--- src/rtl/prom_seq_pkg.sv ---
package prom_seq_pkg;
  typedef enum logic [3:0] {
    S_IDLE, S_EN_RD, S_EN_WR, S_SETTLE, S_FETCH,
    S_CAPT, S_GAP, S_DIS_RD, S_DIS_WR, S_TAIL
  } seq_state_e;

  typedef enum logic [1:0] {
    MK_NONE = 2'd0, MK_Q1 = 2'd1, MK_HALF = 2'd2, MK_Q3 = 2'd3
  } mark_e;
endpackage

--- src/rtl/prom_seq_timer.sv ---
module prom_seq_timer #(
  parameter int unsigned W = 8
) (
  input  logic         clk_i,
  input  logic         rst_ni,
  input  logic         load_i,
  input  logic [W-1:0] load_val_i,
  output logic         zero_o
);
  logic [W-1:0] cnt_q;

  always_ff @(posedge clk_i or negedge rst_ni) begin
    if (!rst_ni)                 cnt_q <= '0;
    else if (load_i)             cnt_q <= load_val_i;
    else if (cnt_q != '0)        cnt_q <= cnt_q - W'(1);
  end

  assign zero_o = (cnt_q == '0);
endmodule

--- src/rtl/prom_seq_marks.sv ---
module prom_seq_marks
  import prom_seq_pkg::*;
#(
  parameter int unsigned SIZE_W = 9
) (
  input  logic [SIZE_W-1:0] size_i,
  input  logic [SIZE_W-1:0] idx_i,
  output mark_e             mark_o
);
  localparam int unsigned EW = SIZE_W + 2;

  logic [EW-1:0] sz, ix, q1, half, q3;

  always_comb begin
    sz   = EW'(size_i);
    ix   = EW'(idx_i);
    q1   = sz >> 2;
    half = sz >> 1;
    q3   = ((sz << 1) + sz) >> 2;
    // lowest code wins when points coincide on short images
    if (ix == q1)        mark_o = MK_Q1;
    else if (ix == half) mark_o = MK_HALF;
    else if (ix == q3)   mark_o = MK_Q3;
    else                 mark_o = MK_NONE;
  end
endmodule

--- src/rtl/prom_seq.sv ---
module prom_seq
  import prom_seq_pkg::*;
#(
  parameter int unsigned CLK_HZ     = 50_000_000,
  parameter int unsigned ENABLE_MS  = 500,
  parameter int unsigned WORD_MS    = 20,
  parameter int unsigned DONE_MS    = 500,
  parameter int unsigned SIZE_W     = 9,
  parameter int unsigned DATA_W     = 16,
  parameter int unsigned ADDR_W     = 16,
  parameter int unsigned CTL_W      = 32,
  parameter int unsigned WE_BIT     = 4,
  parameter logic [ADDR_W-1:0] PROM_BASE = 'h1000
) (
  input  logic              clk_i,
  input  logic              rst_ni,
  input  logic              start_i,
  input  logic [SIZE_W-1:0] size_i,
  output logic              busy_o,
  output logic              done_o,
  output logic              err_o,
  output logic              src_rd_o,
  output logic [SIZE_W-1:0] src_idx_o,
  input  logic [DATA_W-1:0] src_data_i,
  output logic              ctl_req_o,
  output logic              ctl_we_o,
  output logic [CTL_W-1:0]  ctl_wdata_o,
  input  logic [CTL_W-1:0]  ctl_rdata_i,
  input  logic              ctl_ack_i,
  input  logic              ctl_err_i,
  output logic              prom_wr_o,
  output logic [ADDR_W-1:0] prom_addr_o,
  output logic [DATA_W-1:0] prom_data_o,
  output logic [1:0]        mark_o
);
  localparam int unsigned CYC_MS   = CLK_HZ / 1000;
  localparam int unsigned EN_CYC   = CYC_MS * ENABLE_MS;
  localparam int unsigned WORD_CYC = CYC_MS * WORD_MS;
  localparam int unsigned DONE_CYC = CYC_MS * DONE_MS;
  localparam int unsigned MAX_A    = (EN_CYC > DONE_CYC) ? EN_CYC : DONE_CYC;
  localparam int unsigned MAX_CYC  = (MAX_A > WORD_CYC) ? MAX_A : WORD_CYC;
  localparam int unsigned TMR_W    = $clog2(MAX_CYC + 1);
  localparam logic [CTL_W-1:0] WE_MASK = CTL_W'(1) << WE_BIT;

  seq_state_e        state_q;
  logic [SIZE_W-1:0] size_q, idx_q;
  logic [CTL_W-1:0]  shadow_q;
  logic              abort_q;
  logic              prom_wr_q, done_q, err_q;
  logic [ADDR_W-1:0] prom_addr_q;
  logic [DATA_W-1:0] prom_data_q;
  mark_e             mark_q, mark_n;
  logic              tmr_load, tmr_zero;
  logic [TMR_W-1:0]  tmr_val;
  logic              ack_ok;

  assign ack_ok = ctl_ack_i && !ctl_err_i;

  always_comb begin
    tmr_load = 1'b0;
    tmr_val  = '0;
    unique case (state_q)
      S_EN_WR: if (ack_ok) begin
        tmr_load = 1'b1; tmr_val = TMR_W'(EN_CYC - 1);
      end
      S_CAPT: begin
        tmr_load = 1'b1; tmr_val = TMR_W'(WORD_CYC - 1);
      end
      S_DIS_WR: if (ack_ok && !abort_q) begin
        tmr_load = 1'b1; tmr_val = TMR_W'(DONE_CYC - 1);
      end
      default: ;
    endcase
  end

  prom_seq_timer #(.W(TMR_W)) u_timer (
    .clk_i      (clk_i),
    .rst_ni     (rst_ni),
    .load_i     (tmr_load),
    .load_val_i (tmr_val),
    .zero_o     (tmr_zero)
  );

  prom_seq_marks #(.SIZE_W(SIZE_W)) u_marks (
    .size_i (size_q),
    .idx_i  (idx_q),
    .mark_o (mark_n)
  );

  always_ff @(posedge clk_i or negedge rst_ni) begin
    if (!rst_ni) begin
      state_q     <= S_IDLE;
      size_q      <= '0;
      idx_q       <= '0;
      shadow_q    <= '0;
      abort_q     <= 1'b0;
      prom_wr_q   <= 1'b0;
      prom_addr_q <= '0;
      prom_data_q <= '0;
      mark_q      <= MK_NONE;
      done_q      <= 1'b0;
      err_q       <= 1'b0;
    end else begin
      prom_wr_q <= 1'b0;
      mark_q    <= MK_NONE;
      done_q    <= 1'b0;
      err_q     <= 1'b0;
      unique case (state_q)
        S_IDLE: if (start_i) begin
          size_q  <= size_i;
          idx_q   <= '0;
          abort_q <= 1'b0;
          state_q <= S_EN_RD;
        end
        S_EN_RD: if (ctl_ack_i) begin
          if (ctl_err_i) begin
            err_q   <= 1'b1;
            state_q <= S_IDLE;
          end else begin
            shadow_q <= ctl_rdata_i;
            state_q  <= S_EN_WR;
          end
        end
        S_EN_WR: if (ctl_ack_i) begin
          if (ctl_err_i) begin
            abort_q <= 1'b1;  // enable may have landed: try to clear it
            state_q <= S_DIS_RD;
          end else begin
            state_q <= S_SETTLE;
          end
        end
        S_SETTLE: if (tmr_zero) state_q <= (size_q == '0) ? S_DIS_RD : S_FETCH;
        S_FETCH:  state_q <= S_CAPT;
        S_CAPT: begin
          prom_wr_q   <= 1'b1;
          prom_addr_q <= PROM_BASE + ADDR_W'({idx_q, 1'b0});
          prom_data_q <= src_data_i;
          mark_q      <= mark_n;
          state_q     <= S_GAP;
        end
        S_GAP: if (tmr_zero) begin
          if (idx_q == size_q - SIZE_W'(1)) begin
            state_q <= S_DIS_RD;
          end else begin
            idx_q   <= idx_q + SIZE_W'(1);
            state_q <= S_FETCH;
          end
        end
        S_DIS_RD: if (ctl_ack_i) begin
          if (ctl_err_i) begin
            err_q   <= 1'b1;
            state_q <= S_IDLE;
          end else begin
            shadow_q <= ctl_rdata_i;
            state_q  <= S_DIS_WR;
          end
        end
        S_DIS_WR: if (ctl_ack_i) begin
          if (ctl_err_i || abort_q) begin
            err_q   <= 1'b1;
            state_q <= S_IDLE;
          end else begin
            state_q <= S_TAIL;
          end
        end
        S_TAIL: if (tmr_zero) begin
          done_q  <= 1'b1;
          state_q <= S_IDLE;
        end
        default: state_q <= S_IDLE;
      endcase
    end
  end

  assign busy_o      = (state_q != S_IDLE);
  assign done_o      = done_q;
  assign err_o       = err_q;
  assign src_rd_o    = (state_q == S_FETCH);
  assign src_idx_o   = idx_q;
  assign ctl_req_o   = (state_q == S_EN_RD) || (state_q == S_EN_WR) ||
                       (state_q == S_DIS_RD) || (state_q == S_DIS_WR);
  assign ctl_we_o    = (state_q == S_EN_WR) || (state_q == S_DIS_WR);
  assign ctl_wdata_o = (state_q == S_EN_WR) ? (shadow_q | WE_MASK) : (shadow_q & ~WE_MASK);
  assign prom_wr_o   = prom_wr_q;
  assign prom_addr_o = prom_addr_q;
  assign prom_data_o = prom_data_q;
  assign mark_o      = mark_q;
endmodule

--- config.mk ---
export PLATFORM = sky130hd
export DESIGN_NAME = prom_seq
export DESIGN_NICKNAME = d
export VERILOG_FILES = /design/src/rtl/prom_seq_pkg.sv /design/src/rtl/prom_seq_timer.sv /design/src/rtl/prom_seq_marks.sv /design/src/rtl/prom_seq.sv
export SDC_FILE = /design/constraint.sdc
export NUM_CORES = 1
export LEC_CHECK = 0
export ABC_CLOCK_PERIOD_IN_PS = 3500
export BUFFER_PORTS_ARGS = -buffer_cell sky130_fd_sc_hd__buf_2
export CORE_UTILIZATION = 45
export DETAILED_ROUTE_END_ITERATION = 10
export HOLD_SLACK_MARGIN = 0.05
export PLACE_DENSITY = 0.75
export SLEW_MARGIN = 20
export SYNTH_ARGS = -nofsm -noshare
export SYNTH_HDL_FRONTEND = slang
export SYNTH_SLANG_ARGS = --single-unit
export TNS_END_PERCENT = 20
--- constraint.sdc ---
create_clock -name clk_i -period 3.5 [get_ports clk_i]
set_input_delay 1.05 -clock clk_i [delete_from_list [all_inputs] [get_ports clk_i]]
set_output_delay 1.05 -clock clk_i [all_outputs]
set_load 0.01 [all_outputs]
==> metrics.md <==
| Metric | Value |
|---|---|
| Die area | `about 14000 sq um` |
| Routed len/inst | `roughly 16 um` |
| Hold Path Sink | `prom_data_o[8]` |
| Total grt overflow | `0` |
| GR Util All Layers | `21.4%` |
| Worst vdd ir | `approximately 570 uV` |
| Vias | `roughly 4700` |
| TNS Setup | `0 ns` |
| Rows | `41` |
| Core area | `approximately 13000 sq um` |
| Clock Latency Late Sink | `0.35 ns` |
| CTS clk-pin slew, worst paths | `about 0.07 ns` |
| Largest net degree at the start of global routing | `67` |
| Synth Register Bits | `110` |
| Initial core utilization | `between 40 and 50%` |
| Final HPWL DP | `roughly 10000 um` |
| LEAKAGE | `between 3 and 4 nW` |
| Syn-to-layout area delta | `19.1%` |
| Initial DRC Count | `238` |
| Ys Warns | `0` |
| Status | `finished, final reports clean` |
| Seq/Total Area, Yosys | `46.8%` |
| Tcrit/Tclk final | `83.7%` |
| RSZ-0062 raised after global routing | `false` |
| Vias/cell | `roughly 5.3` |
| Element type at the critical path start | `flip-flop` |
| # diodes | `0` |
| Root buffer cell | `clkbuf_16` |
| # nets final | `roughly 800` |
| Layout Utilization | `between 50% and 60%` |
| Post-synth cell types | `between 50 and 60` |
| Synthesized cell area | `roughly 5900 sq um` |
| DRT antenna net count | `0` |
| Worst Tran Pin Value | `roughly 0.94 ns` |
| Initial antenna violation count | `0` |
| Syn Inst Count | `600` |
| FF-to-FF setup slack | `between 0.7 and 0.8 ns` |
| Top-count cell post-synth | `nand2_1` |
| Critical-path maximum fanout | `16` |
| Cell taking the most area after synthesis | `dfrtp_1` |
| Crit path DAT | `around 1.9 ns` |
| CP Class | `flip-flop to output pin` |
| Htree depth | `3` |
| Final Setup Violations | `0` |
| Chip Width | `between 100 and 150 um` |
| Crit path time final | `2.93 ns` |
| Peak Freq | `~340 MHz` |
| Slew Viols, Final | `0` |
| Synth Flop Type | `dfrtp_1` |
| Worst Setup End Kind | `output pin` |
| Setup Skew | `roughly 0.0087 ns` |
| Cts hold-fix bufs | `0` |
| DRC | `0` |
| Setup bufs post-CTS | `0` |
| Gpl congestion | `roughly 0.89` |
| CTS tree | `done` |
| Worst Reg-to-Reg Cells | `10` |
| Critical R2R Capture | `mark_o[1]` |
| Number of global-route vias before repair | `4587` |
| CTS buffer count | `9` |
| Min-Delay Path Depth | `2` |
| Synth top area share | `a little under half` |
| Max-slew headroom | `approximately 37%` |
| Post_cts resized | `0` |
| HP Class | `flip-flop to flip-flop` |
| Req. time, crit path | `roughly 2.5 ns` |
| Pre-antenna DRT Iters | `7` |
| Port Buffers | `between 100 and 150` |
| Clock sink count | `110` |
| DP Worst Slack | `roughly 0.60 ns` |
| I/O pin count | `about 140` |
| Top post-synthesis cells by area | `dfrtp_1, nand2_1, xnor2_1, mux2_2, ha_1` |
| Post-Syn Area per Cell | `between 9 and 10 sq um` |
| MaxCap Viol Count | `0` |
| Final Hold Fails | `0` |
| FFs w/ async S/R, synth | `100%` |
| Number of synthesized flops with an enable pin | `0` |
| Commonest cells post-synth | `nand2_1, dfrtp_1, xnor2_1, nor2_1, mux2_2` |
| Layout cell share with drive strength beyond 1 | `between 20% and 30%` |
| Wire length of the first global-routing pass | `approximately 23000 um` |
| Worst hold start | `prom_data_o[8]` |
| Reg-to-Reg Start | `size_q[2]` |
| Pwr Density | `about 940 nW/um^2` |
| Die Y | `116 um` |
| Max Buffers Root-to-Sink | `2` |
| Final worst-path setup slack | `~0.57 ns` |
| WL final | `roughly 14000 um` |
-- kinds of logic after synthesis --
group | count (synthesis) | synth area share (%)
and+or+nand+nor | 237 | 19.8
AOI/OAI and AO/OA | 73 | 7.83
DFF | 110 | 46.8
other | 1 | 0.0638
muxes | 36 | 6.79
adders and majority gates | 21 | 4.60
buffers and inverters | 55 | 4.15
xor gates and xnor gates | 67 | 9.98
-- cell type report --
cell class | count | area [sq um]
Tap cell | 172 | 215
Timing Repair Buffer | 140 | 726
Sequential cell | 110 | 2750
Clock inverter | 6 | 101
Multi-Input combinational cell | 440 | 2900
Clock buffer | 10 | 239
Inverter | 18 | 67.6
Fill cell | 1124 | 5670
-- where the power goes --
group	total, mW	switching (mW)	leakage [nW]	internal (mW)
clock	1.17	0.507	0.165	0.663
combinational	3.08	1.67	1.81	1.41
sequential	2.34	0.590	1.35	1.75
-- critical path, stage by stage, from the launching register on --
cell and delay, ns:
dfrtp_1 0.57, nand2b_1 0.29, or3_1 0.36, o21ai_0 0.13, buf_2 0.18
-- flip-flops by register name, indices dropped and copies added, names as in the netlist --
| register | count |
|---|---|
| prom_data_o | 16 |
| done_o | 1 |
| size_q | 9 |
| src_idx_o | 9 |
| prom_addr_o | 10 |
| shadow_q | 31 |
| prom_wr_o | 1 |
| u_timer.cnt_q | 25 |
| err_o | 1 |
| abort_q | 1 |
| state_q | 4 |
| mark_o | 2 |
-- per-stage QoR --
stage	hold WS, ns	instance area [sq um]	power (mW)	instances
final	0.472	7000	6.60	896
after CTS	0.475	7000	6.61	896
after floorplan	0.480	5900	4.49	605
after global routing	0.496	7000	7.08	896
after detailed placement	0.457	6660	5.41	880
after global placement	0.447	6660	5.26	880
-- how the worst max path moves through the flow --
| stage | startpoint | to | cells past startpoint |
|---|---|---|---|
| floorplan | size_q[2] | mark_o[1] | 11 |
| global placement | ctl_err_i | shadow_q[22] | 5 |
| detailed placement | ctl_err_i | shadow_q[30] | 5 |
| CTS | state_q[2] | ctl_req_o | 4 |
| global route | size_q[2] | mark_o[1] | 10 |
| finish | state_q[2] | ctl_req_o | 4 |
-- routing by layer --
layer  GRT usage, %  vias to the layer above  share of wire [%]
met2           36.0                      120                 52
met3           2.39                       31                3.2
met4           10.7                        0                2.9
li1               -                     2252                  -
met5              0                        -                  0
met1           27.3                     2307                 42
-- cells in the final DEF (no fill, tap or decap), types with 5 or more instances in the layout --
| cell | netlist | routed |
|---|---|---|
| a21oi_1 | 12 | 12 |
| buf_2 | 6 | 135 |
| clkbuf_16 | 0 | 9 |
| conb_1 | 1 | 6 |
| dfrtp_1 | 110 | 110 |
| ha_1 | 20 | 20 |
| inv_1 | 18 | 18 |
| mux2_2 | 31 | 31 |
| mux2i_1 | 5 | 5 |
| nand2_1 | 115 | 115 |
| nand2b_1 | 8 | 8 |
| nand3_1 | 10 | 10 |
| nand4_1 | 6 | 6 |
| nor2_1 | 32 | 32 |
| nor2b_1 | 5 | 5 |
| nor3_1 | 21 | 21 |
| nor4_1 | 9 | 9 |
| o21ai_0 | 29 | 29 |
| or3_1 | 5 | 5 |
| xnor2_1 | 49 | 49 |
| xor2_1 | 18 | 18 |
Note: power is estimated with default switching activity, not from simulation.
